$ cat config.mk
export PLATFORM = sky130hd
export DESIGN_NAME = flash_status_gen
export DESIGN_NICKNAME = d
export VERILOG_FILES = /design/src/rtl/fsg_pkg.sv /design/src/rtl/fsg_activity.sv /design/src/rtl/fsg_toggle.sv /design/src/rtl/fsg_timeout.sv /design/src/rtl/fsg_encoder.sv /design/src/rtl/flash_status_gen.sv
export SDC_FILE = /design/constraint.sdc
export NUM_CORES = 1
export LEC_CHECK = 0
export BUFFER_PORTS_ARGS = -buffer_cell sky130_fd_sc_hd__buf_4
export CAP_MARGIN = 20
export CORE_MARGIN = 4
export CORE_UTILIZATION = 49
export DETAILED_ROUTE_END_ITERATION = 10
export GPL_TIMING_DRIVEN = 0
export PLACE_DENSITY = 0.81
export SLEW_MARGIN = 10
export SYNTH_ARGS = -nofsm -noshare
export SYNTH_HDL_FRONTEND = slang
export SYNTH_HIERARCHICAL = 1
export SYNTH_SLANG_ARGS = --single-unit
$ cat constraint.sdc
create_clock -name clk -period 2.25 [get_ports clk]
set_clock_uncertainty 0.1 [all_clocks]
set_input_delay 0.45 -clock clk [delete_from_list [all_inputs] [get_ports clk]]
set_output_delay 0.45 -clock clk [all_outputs]
set_load 0.005 [all_outputs]
$ cat src/rtl/fsg_pkg.sv
package fsg_pkg;
    typedef enum logic [1:0] {
        OP_PROG       = 2'b00,
        OP_CHIP_ERASE = 2'b01,
        OP_SECT_ERASE = 2'b10,
        OP_SUSPEND    = 2'b11
    } fsg_op_e;
endpackage

$ cat src/rtl/fsg_activity.sv
module fsg_activity
    import fsg_pkg::*;
(
    input  logic    clk,
    input  logic    rst_n,
    input  fsg_op_e op,
    input  logic    busy,
    input  logic    win_open,
    output logic    act,
    output logic    start
);
    logic act_d, act_q;

    always_comb begin
        act   = busy | ((op == OP_SECT_ERASE) & win_open);
        start = act & ~act_q;
        act_d = act;
    end

    always_ff @(posedge clk or negedge rst_n) begin
        if (!rst_n) act_q <= 1'b0;
        else        act_q <= act_d;
    end
endmodule

$ cat src/rtl/fsg_toggle.sv
module fsg_toggle (
    input  logic clk,
    input  logic rst_n,
    input  logic start,
    input  logic advance,
    output logic tog_eff
);
    logic tog_d, tog_q;

    always_comb begin
        tog_eff = start ? 1'b0 : tog_q;
        tog_d   = advance ? ~tog_eff : tog_eff;
    end

    always_ff @(posedge clk or negedge rst_n) begin
        if (!rst_n) tog_q <= 1'b0;
        else        tog_q <= tog_d;
    end

    AST_TOG_START_ZERO: assert property (@(posedge clk) disable iff (!rst_n)
        start && !advance |=> tog_q == 1'b0);
    AST_TOG_HOLD: assert property (@(posedge clk) disable iff (!rst_n)
        !start && !advance |=> $stable(tog_q));
endmodule

$ cat src/rtl/fsg_timeout.sv
module fsg_timeout (
    input  logic clk,
    input  logic rst_n,
    input  logic timeout,
    input  logic clr,
    output logic to_q
);
    logic to_d;

    always_comb begin
        to_d = to_q | timeout;
        if (clr) to_d = 1'b0;
    end

    always_ff @(posedge clk or negedge rst_n) begin
        if (!rst_n) to_q <= 1'b0;
        else        to_q <= to_d;
    end

    AST_TO_STICKY: assert property (@(posedge clk) disable iff (!rst_n)
        to_q && !clr |=> to_q);
    AST_TO_CLEAR: assert property (@(posedge clk) disable iff (!rst_n)
        clr |=> !to_q);
endmodule

$ cat src/rtl/fsg_encoder.sv
module fsg_encoder
    import fsg_pkg::*;
#(
    parameter int DATA_W = 8
) (
    input  fsg_op_e           op,
    input  logic              act,
    input  logic              to,
    input  logic              tog,
    input  logic              win_open,
    input  logic              susp_hit,
    input  logic              wr_poll,
    input  logic              rd,
    input  logic [DATA_W-1:0] arr_data,
    output logic [DATA_W-1:0] byte_o,
    output logic              adv_o
);
    localparam int POLL_BIT = DATA_W - 1;
    localparam int TOG_BIT  = DATA_W - 2;
    localparam int TO_BIT   = DATA_W - 3;
    localparam int WIN_BIT  = DATA_W - 5;

    logic [DATA_W-1:0] stat_byte;
    logic [DATA_W-1:0] hit_byte;
    logic              prog_like;

    always_comb begin
        prog_like = (op == OP_PROG) || (op == OP_SUSPEND);

        stat_byte           = '0;
        stat_byte[POLL_BIT] = prog_like ? ~wr_poll : 1'b0;
        stat_byte[TOG_BIT]  = tog;
        stat_byte[TO_BIT]   = to;
        unique case (op)
            OP_CHIP_ERASE: stat_byte[WIN_BIT] = 1'b1;
            OP_SECT_ERASE: stat_byte[WIN_BIT] = ~win_open;
            default:       stat_byte[WIN_BIT] = 1'b0;
        endcase

        hit_byte           = '0;
        hit_byte[POLL_BIT] = 1'b1;
        hit_byte[TOG_BIT]  = tog;

        if (act || to) begin
            byte_o = stat_byte;
            adv_o  = rd;
        end else if ((op == OP_SUSPEND) && susp_hit) begin
            byte_o = hit_byte;
            adv_o  = rd;
        end else begin
            byte_o = arr_data;
            adv_o  = 1'b0;
        end
    end
endmodule

$ cat src/rtl/flash_status_gen.sv
module flash_status_gen
    import fsg_pkg::*;
#(
    parameter int DATA_W = 8
) (
    input  logic              clk,
    input  logic              rst_n,
    input  logic [1:0]        op_mode,
    input  logic              busy,
    input  logic              wr_poll,
    input  logic              rd_stb,
    input  logic              timeout,
    input  logic              win_open,
    input  logic              susp_hit,
    input  logic              clr_cmd,
    input  logic [DATA_W-1:0] arr_data,
    output logic [DATA_W-1:0] rd_data,
    output logic              rd_vld
);
    localparam int POLL_BIT = DATA_W - 1;
    localparam int TO_BIT   = DATA_W - 3;
    localparam int WIN_BIT  = DATA_W - 5;

    typedef struct packed {
        logic [DATA_W-1:0] data;
        logic              vld;
    } out_t;

    fsg_op_e           op;
    logic              act, start, tog, to_q, adv;
    logic [DATA_W-1:0] byte_w;
    out_t              out_d, out_q;

    assign op = fsg_op_e'(op_mode);

    fsg_activity u_act (
        .clk(clk), .rst_n(rst_n), .op(op), .busy(busy),
        .win_open(win_open), .act(act), .start(start)
    );

    fsg_toggle u_tog (
        .clk(clk), .rst_n(rst_n), .start(start), .advance(adv), .tog_eff(tog)
    );

    fsg_timeout u_to (
        .clk(clk), .rst_n(rst_n), .timeout(timeout), .clr(clr_cmd), .to_q(to_q)
    );

    fsg_encoder #(.DATA_W(DATA_W)) u_enc (
        .op(op), .act(act), .to(to_q), .tog(tog), .win_open(win_open),
        .susp_hit(susp_hit), .wr_poll(wr_poll), .rd(rd_stb),
        .arr_data(arr_data), .byte_o(byte_w), .adv_o(adv)
    );

    always_comb begin
        out_d     = out_q;
        out_d.vld = rd_stb;
        if (rd_stb) out_d.data = byte_w;
    end

    always_ff @(posedge clk or negedge rst_n) begin
        if (!rst_n) out_q <= '0;
        else        out_q <= out_d;
    end

    assign rd_data = out_q.data;
    assign rd_vld  = out_q.vld;

    AST_RD_VLD_PULSE: assert property (@(posedge clk) disable iff (!rst_n)
        rd_stb |=> rd_vld);
    AST_RD_VLD_IDLE: assert property (@(posedge clk) disable iff (!rst_n)
        !rd_stb |=> !rd_vld && $stable(rd_data));
    AST_ERASE_POLL_LOW: assert property (@(posedge clk) disable iff (!rst_n)
        rd_stb && busy && (op_mode == 2'b01) |=> !rd_data[POLL_BIT] && rd_data[WIN_BIT]);
    AST_SUSP_HIT_BYTE: assert property (@(posedge clk) disable iff (!rst_n)
        rd_stb && (op_mode == 2'b11) && !busy && susp_hit && !to_q
        |=> rd_data[POLL_BIT] && !rd_data[TO_BIT] && !rd_data[WIN_BIT]);
    AST_PASS_THROUGH: assert property (@(posedge clk) disable iff (!rst_n)
        rd_stb && !busy && !(op_mode == 2'b10 && win_open) && !to_q
        && !(op_mode == 2'b11 && susp_hit) |=> rd_data == $past(arr_data));
endmodule

Yosys cells after proc, flatten, opt, wreduce, memory -nomap -nowiden
Index checks and enable logic that the tools add are counted.

Register bits after elaboration: 12. Input bits: 19. Output and inout port bits: 9. Logic and storage cells: 29.

Equality and inequality tests: 3. Mux-type cells: 9. Bitwise operators: 8. Reduce and logical (&&, ||, !) cells: 4.

Operator list (number): 8-bit 2-to-1 mux (2); 1-bit 2-to-1 mux (6); 2-bit == test (second input constant) (2); 1-bit inverter (4); 1-bit bitwise AND (2); 2-bit by 1-bit == test with 1-bit output (second input constant) (1); 2-bit logical NOT (1); 1-bit logical OR (2); 1-bit OR (2); 1-bit case mux with 2 select lines (1); 1-bit logical AND (1).

Logic depth before layout (Yosys ltp)
Gate-level depths: netlist (run 1).

Depth after elaboration: 7. Mapped depth: 6. Gate-level depth less buffers: 6.

Modules after synthesis
Netlist (run 1), hierarchy kept.

Modules (own cells, without submodules): flash_status_gen (instances 1, cells each 18, area an instance 356.6 um^2, sequential area each 225.2 um^2); fsg_encoder (instances 1, cells each 22, area an instance 168.9 um^2, sequential area each 0.0 um^2); fsg_activity (instances 1, cells each 5, area an instance 61.3 um^2, sequential area each 25.0 um^2); fsg_toggle (instances 1, cells each 3, area an instance 55.1 um^2, sequential area each 25.0 um^2); fsg_timeout (instances 1, cells each 2, area an instance 35.0 um^2, sequential area each 25.0 um^2).

Worst setup path after synthesis (run 1)
Ideal clock, no wire load.

Kind: input to register. Start point: input op_mode[0]. End point: register out_q, in the netlist rd_data[6]. Library setup time: 0.125 ns. Data arrival time: 1.575 ns. Data required time: 2.025 ns. Slack: 0.450 ns. Stages: 4. Buffers on the path: 0. Cells stage by stage: ha_1 -> a211oi_4 -> mux2_4 -> mux2_4.

Word-level cells in the longest chain between the ends: 7. Elaborated cells on any way between the ends: 10. Those cells by class: 2 x eq/ne; 3 x mux; 3 x bitwise; 2 x reduce/logical.

RTL lines: from (decl) (RTL line flash_status_gen.sv:8) `input logic [1:0] op_mode,`; 2-bit == test (RTL line fsg_activity.sv:15) `act = busy | ((op == OP_SECT_ERASE) & win_open);`; 1-bit bitwise AND (RTL line fsg_activity.sv:15); 1-bit OR (RTL line fsg_activity.sv:15); 1-bit bitwise AND (RTL line fsg_activity.sv:16) `start = act & ~act_q;`; 1-bit 2-to-1 mux (RTL line fsg_toggle.sv:11) `tog_eff = start ? 1'b0 : tog_q;`; 8-bit 2-to-1 mux (RTL line fsg_encoder.sv:47) `end else if ((op == OP_SUSPEND) && susp_hit) begin`; 8-bit 2-to-1 mux * (RTL line fsg_encoder.sv:44) `if (act || to) begin`; via byte_w[6] (RTL line flash_status_gen.sv:31) `logic [DATA_W-1:0] byte_w;`; to (signal assigned) (RTL line flash_status_gen.sv:63) `else out_q <= out_d;`; to (decl) (RTL line flash_status_gen.sv:32) `out_t out_d, out_q;`.

The timed path passes the listed nets; every way through them passes the cells marked *. A chain may end at the register's enable or synchronous reset.

Worst setup path after layout (run 1)
Ends and elaborated chain as after synthesis.

==> impl_results.md, run 1 <==
- Cells along the critical path: buf_4 > ha_1 > a211oi_4 > mux2_4 > mux2_4
- Post-CTS sizing: 0
- Worst Path Arrival: 1.85 ns
- Maximum vdd drop: 344 uV
- Critical path class: primary input to flop
- Root Buffer: clkbuf_4
- Crit. End Element: flop
- Clock slew at the register clock pins of the worst setup and hold paths: 0.07 ns
- Pwr Density: 638 nW/um^2
- Post-route cell area: 945 sq um
- Post-synth ARST share: 100%
- Longest Clk Path Bufs: 2
- Fin crit share: 78.9%
- WP data required: 2.32 ns
- Number of H-tree levels: 1
- Syn_area_per_cell: 13.5 sq um
- Detailed Route Iter0 Violations: 1
- Slew at the pin with the worst max-slew slack: 0.442 ns
- Layout cells sized above 1: 63.4%
- Max-slew violation count: 0
- Setup Buffers After CTS: 0
- Grt ovf: 0
- CP peak stage delay: 0.45 ns
- Fin crit period: 1.78 ns
- Drt wl/cell: 13.3 microns
- Routed via count: 463
- Die Height: 45.2 microns
- Cell Area, Placed: 898 sq um
- Multi-input gate area: 343 sq um
- Hold Vio Cnt, Final: 0
- CP most frequent cell: mux2_4
- EDFF count, synth: 0
- DRT Pass-1 Iters: 4
- Combinational share of power: 27.7%
- Hpwl dp: 1010 microns
- Seq pwr share: 43.1%
- RSZ-0062 raised after global routing: false
- Cts bufs inserted: 3
- Crit path max-delay cell type: a211oi_4
- Hold Buf Count CTS: 1
- Post-synth top cells: 12 x dfrtp_1, 9 x mux2_4, 6 x inv_1, 4 x and2_2
- P_int: 0.454 mW
- Nets@finish: 105
- Synth warn: 6
- Final ANT Viol Nets: 0
- Starting utilization of the core area: 52.0%
- Met2 usage: 24.6%
- Met1 Use GR: 15.4%
- Num ports: 28
- Site Rows: 13
- Leak: 0.521 nW
- Crit-path leading delay family: multiplexers
- Met3 layer usage reported by global route: 6.37%
- Core Area: 1300 sq um
- Worst Path Buf+Inv: 1
- Die width: 45.2 microns
- Max Clk Rate: 0.563 GHz
- Min-delay worst type: primary input to flop
- Vias in the first global route: 469
- Worst setup SP type: primary input
- Register-to-Register Setup Slack: 0.57 ns
- Final setup vio count: 0
- Share of the synthesized area in the top cell type: 44.4%
- Antenna violations before repair: 0
- NetSw: 0.149 mW
- Die footprint: 2040 sq um
- Mapped cell area: 677 sq um
- Switching share of total power: 24.7%
- DRC: 0
- CTS Sinks: 12
- Register area share after synthesis: 44.4%
- CTS tree: done
- GRT Util Overall: 15.1%
- Top cells by area, synth: dfrtp_1 44%, mux2_4 20%, ha_1 5.5%, and2_2 4.4%, inv_1 3.3%
- # diodes: 0
- Primary FF master, synth: dfrtp_1
- First-pass GRT wire length: 2040 microns
- Total Wirelength: 1290 microns
- Clock power share: 29.2%
- Count leader, synth: dfrtp_1
- Routability congestion estimate from global placement: 0.674
- Post-Syn Instances: 50
- Final core occ: 72.6%
- Distinct cell type count after synthesis: 18
- Slew headroom: 70.4%
- Final setup TNS: 0 ns
- Pin count of the biggest net entering global routing: 13
- Max Cap Viol: 0
- Status: finished, final reports clean
- Area Growth Syn to Fin: 39.6%
- Via/cell ratio: 4.77
- Global routing's busiest layer: met2
- Crit-path max FO: 9
- Synthesized flop and latch total: 12
- Mapped Nets: 72
- Port bufs: 27
- Register area: 300 sq um
- Fill count: 95
- Yosys top cell by area: dfrtp_1
- Insertion delay to the later sink of the worst-skew pair: 0.28 ns
[final timing paths]
| kind | startpoint | depth (start not counted) | to |
|---|---|---|---|
| max | op_mode[0] | 5 | rd_data[6] |
| min | rd_stb | 1 | rd_vld |
| min reg2reg | rd_data[6] | 1 | rd_data[6] |
| min in group asynchronous | rst_n | 2 | u_tog/tog_q |
| max reg2reg | u_to/to_q | 3 | rd_data[6] |
| max in group asynchronous | rst_n | 2 | rd_data[5] |
[per-layer routing]
metal	vias to the layer above	wire length, microns
met5	-	0
met4	0	41
met3	5	114
met2	20	622
met1	212	511
li1	226	-
[power groups by stage]
stage	clock network (mW)	logic [mW]	registers (mW)
after floorplan	0	0.0915	0.265
after global placement	0	0.162	0.265
after detailed placement	0	0.168	0.265
after CTS	0.183	0.170	0.260
after global routing	0.188	0.182	0.264
final	0.176	0.167	0.260
[sequential cells by signal (all words and copies together) (netlist names)]
register / flops
u_to/to_q: 1
u_tog/tog_q: 1
u_act/act_q: 1
rd_data: 8
rd_vld: 1
[cells by family after synthesis]
logic type      Yosys count  share of synthesized area, %
buf+inv                   7                          4.99
flops                    12                          44.4
xor+xnor                  1                          2.40
simple gates             10                          12.4
fa+ha+maj                 3                          5.55
mux                       9                          20.0
compound gates            8                          10.4
[cell usage in the layout, fill, tap and decap left out]
master and instances:
ha_1 3, o31ai_1 1, dlygate4sd3_1 1, nor2_1 1, a21oi_2 1, nor2b_4 1
nand2_1 2, a21oi_1 3, a211oi_4 1, a21o_2 1, clkbuf_8 1, xor2_2 1
mux2_4 9, dfrtp_1 12, o21ba_1 1, inv_1 6, nand3b_4 1, buf_4 27
buf_6 1, and2_2 4, clkbuf_4 3, and2b_2 1
[stage by stage]
step           hold WS [ns]  worst slack (ns)  power, mW  cells
2_1_floorplan        0.0544             0.450      0.356     50
3_3_place_gp          0.194             0.221      0.427     92
3_5_place_dp          0.196             0.172      0.432     92
4_1_cts               0.183             0.479      0.613     97
5_1_grt               0.186             0.448      0.634     97
6_report              0.193             0.474      0.603     97
[final cells by class]
cell class,instances,share of cell area (%)
clock buffers,4,3.84
plain buffers,1,1.19
flip-flops and latches,12,31.8
well taps,15,1.99
inverters,6,2.38
multi-input cells,31,36.3
repair buffers,28,22.5
No activity file was read; power rests on OpenSTA's default activity.
==> inputs of run 2 (changes only) <==
--- a/config.mk
+++ b/config.mk
@@ -8,10 +8,10 @@
 export BUFFER_PORTS_ARGS = -buffer_cell sky130_fd_sc_hd__buf_4
 export CAP_MARGIN = 20
 export CORE_MARGIN = 4
-export CORE_UTILIZATION = 49
+export CORE_UTILIZATION = 45
 export DETAILED_ROUTE_END_ITERATION = 10
 export GPL_TIMING_DRIVEN = 0
-export PLACE_DENSITY = 0.81
+export PLACE_DENSITY = 0.76
 export SLEW_MARGIN = 10
 export SYNTH_ARGS = -nofsm -noshare
 export SYNTH_HDL_FRONTEND = slang
==> constraint.sdc (replaced) <==
create_clock -name clk -period 1.8 [get_ports clk]
set_clock_uncertainty 0.1 [all_clocks]
set_input_delay 0.36 -clock clk [delete_from_list [all_inputs] [get_ports clk]]
set_output_delay 0.36 -clock clk [all_outputs]
set_load 0.005 [all_outputs]
==> impl_results.md, run 2 (synthesis results as in run 1) <==
- Status: finished, final reports clean
- Final setup vio count: 0 (unchanged)
- Longest Clk Path Bufs: 2 (unchanged)
- Pin count of the biggest net entering global routing: 13 (unchanged)
- Fin crit period: 1.68 ns
- Drt wl/cell: 13.4 microns (+0.93%)
- Worst setup SP type: primary input
- P_int: 0.567 mW (+25%)
- Most common cell after layout, fill and taps aside: buf_4
- CTS tree: done
- Maximum vdd drop: 694 uV (+100%)
- RSZ-0062 raised after global routing: false
- Via/cell ratio: 4.77 (unchanged)
- Vias in the first global route: 459 (-2.1%)
- Routability congestion estimate from global placement: 0.707 (+4.8%)
- Flip-flop count of the largest register after layout: 8 (unchanged)
- Final ANT Viol Nets: 0 (unchanged)
- Hold Buf Count CTS: 1 (unchanged)
- WP data required: 1.86 ns (-0.46 ns)
- Clock slew at the register clock pins of the worst setup and hold paths: 0.07 ns (about the same)
- Combinational share of power: 27.8% (about the same)
- DRC: 0 (unchanged)
- Final core occ: 69.1% (-3.5 points)
- Starting utilization of the core area: 49.5% (-2.5 points)
- Crit. End Element: flop
- Cells along the critical path: buf_4 > ha_1 > a211oi_4 > mux2_4 > mux2_4
- Area Growth Syn to Fin: 39.6% (unchanged)
- Hold Vio Cnt, Final: 0 (unchanged)
- Layout cells sized above 1: 63.4% (unchanged)
- Max Cap Viol: 0 (unchanged)
- Antenna violations before repair: 0 (unchanged)
- NetSw: 0.178 mW (+20%)
- GRT Util Overall: 13.6% (-1.4 points)
- DRT Pass-1 Iters: 2 (-2)
- Register area: 300 sq um (unchanged)
- Fill count: 115 (+21%)
- CP most frequent cell: mux2_4
- Root Buffer: clkbuf_4
- Number of H-tree levels: 1 (unchanged)
- Switching share of total power: 23.9% (-0.80 points)
- Die Height: 46.8 microns (+3.6%)
- Max-slew violation count: 0 (unchanged)
- CP peak stage delay: 0.43 ns (-0.02 ns)
- Grt ovf: 0 (unchanged)
- Most frequent cells in the layout: 27 x buf_4, 12 x dfrtp_1, 9 x mux2_4, 6 x inv_1, 4 x and2_2
- Routed via count: 463 (unchanged)
- Fin crit share: 93.5%
- Slew headroom: 72.2% (+1.8 points)
- Setup Buffers After CTS: 0 (unchanged)
- Crit-path max FO: 9 (unchanged)
- CTS Sinks: 12 (unchanged)
- Num ports: 28 (unchanged)
- Die footprint: 2190 sq um (+7.3%)
- Power Total: 0.745 mW (+24%)
- Leak: 0.521 nW (unchanged)
- Detailed Route Iter0 Violations: 2 (+1)
- Die width: 46.8 microns (+3.6%)
- # diodes: 0 (unchanged)
- Nets@finish: 105 (unchanged)
- Multi-input gate area: 343 sq um (unchanged)
- Pwr Density: 789 nW/um^2 (+24%)
- Total Wirelength: 1300 microns (+0.93%)
- Port bufs: 27 (unchanged)
- Max Clk Rate: 0.594 GHz
- Crit path max-delay cell type: a211oi_4
- Clock power share: 28.2% (-1.0 points)
- Min-delay worst type: primary input to flop
- Post-CTS sizing: 0 (unchanged)
- Critical path class: primary input to flop
- Insertion delay to the later sink of the worst-skew pair: 0.27 ns (about the same)
- Hpwl dp: 1000 microns (-0.59%)
- Site Rows: 13 (unchanged)
- First-pass GRT wire length: 1990 microns (-2.7%)
- Cts bufs inserted: 3 (unchanged)
- Core Area: 1370 sq um (+5.0%)
- Slew at the pin with the worst max-slew slack: 0.415 ns (-0.0271 ns)
- Worst Path Arrival: 1.74 ns (-0.11 ns)
- Seq pwr share: 44.0% (+0.9 points)
[run 2: cell counts in the layout (fill, tap and decap cells not counted)]
No cell type changed its count.
[run 2: worst paths after layout]
check | start | end | slack [ns] | cells past startpoint
min reg2reg | rd_data[2] | rd_data[2] | 0.42 | 1
max in group asynchronous | rst_n | rd_data[0] | 1.09 | 2
max | op_mode[0] | rd_data[6] | 0.12 | 5
max reg2reg | u_to/to_q | rd_data[6] | 0.14 | 3
min | rd_stb | rd_vld | 0.12 | 1
min in group asynchronous | rst_n | u_act/act_q | 0.36 | 2
[run 2: cell type report]
type | instances | share of cell area (%)
sequential | 12 | 31.8
timing repair buffer | 28 | 22.5
multi-input combinational | 31 | 36.3
tap | 15 | 1.99
buffer | 1 | 1.19
clock buffer | 4 | 3.84
inverter | 6 | 2.38
[run 2: stage by stage]
| step | TNS (ns) | worst slack [ns] | cell area (sq um) | hold slack (ns) | std cells |
|---|---|---|---|---|---|
| after floorplan | 0 | 0.0903 | 677 | -0.0356 | 50 |
| after global placement | -0.165 | -0.150 | 898 | 0.107 | 92 |
| after global routing | 0 | 0.0709 | 945 | 0.104 | 97 |
| final | 0 | 0.117 | 945 | 0.119 | 97 |
| after detailed placement | -0.209 | -0.173 | 898 | 0.110 | 92 |
| after CTS | 0 | 0.122 | 945 | 0.109 | 97 |
[run 2: worst max-delay path, delay by kind of cell]
family | cells | cell delay [ns]
adder cells (fa/ha/maj) | 1 | 0.23
AO/OA/AOI/OAI | 1 | 0.43
multiplexers | 2 | 0.60
buffers and inverters | 1 | 0.12
[run 2: power groups by stage]
stage	combinational, mW	clock (mW)	sequential [mW]
2_1_floorplan	0.114	0	0.331
4_1_cts	0.211	0.220	0.329
3_3_place_gp	0.203	0	0.332
5_1_grt	0.227	0.233	0.331
6_report	0.207	0.211	0.328
3_5_place_dp	0.209	0	0.333
[run 2: layer usage]
| metal | part of all wire, % | vias to the layer above | track usage [%] |
|---|---|---|---|
| li1 | - | 228 | - |
| met1 | 40 | 217 | 15.3 |
| met2 | 52 | 16 | 23.0 |
| met3 | 7.7 | 2 | 5.75 |
| met4 | 0.61 | 0 | 4.97 |
| met5 | 0 | - | 0 |
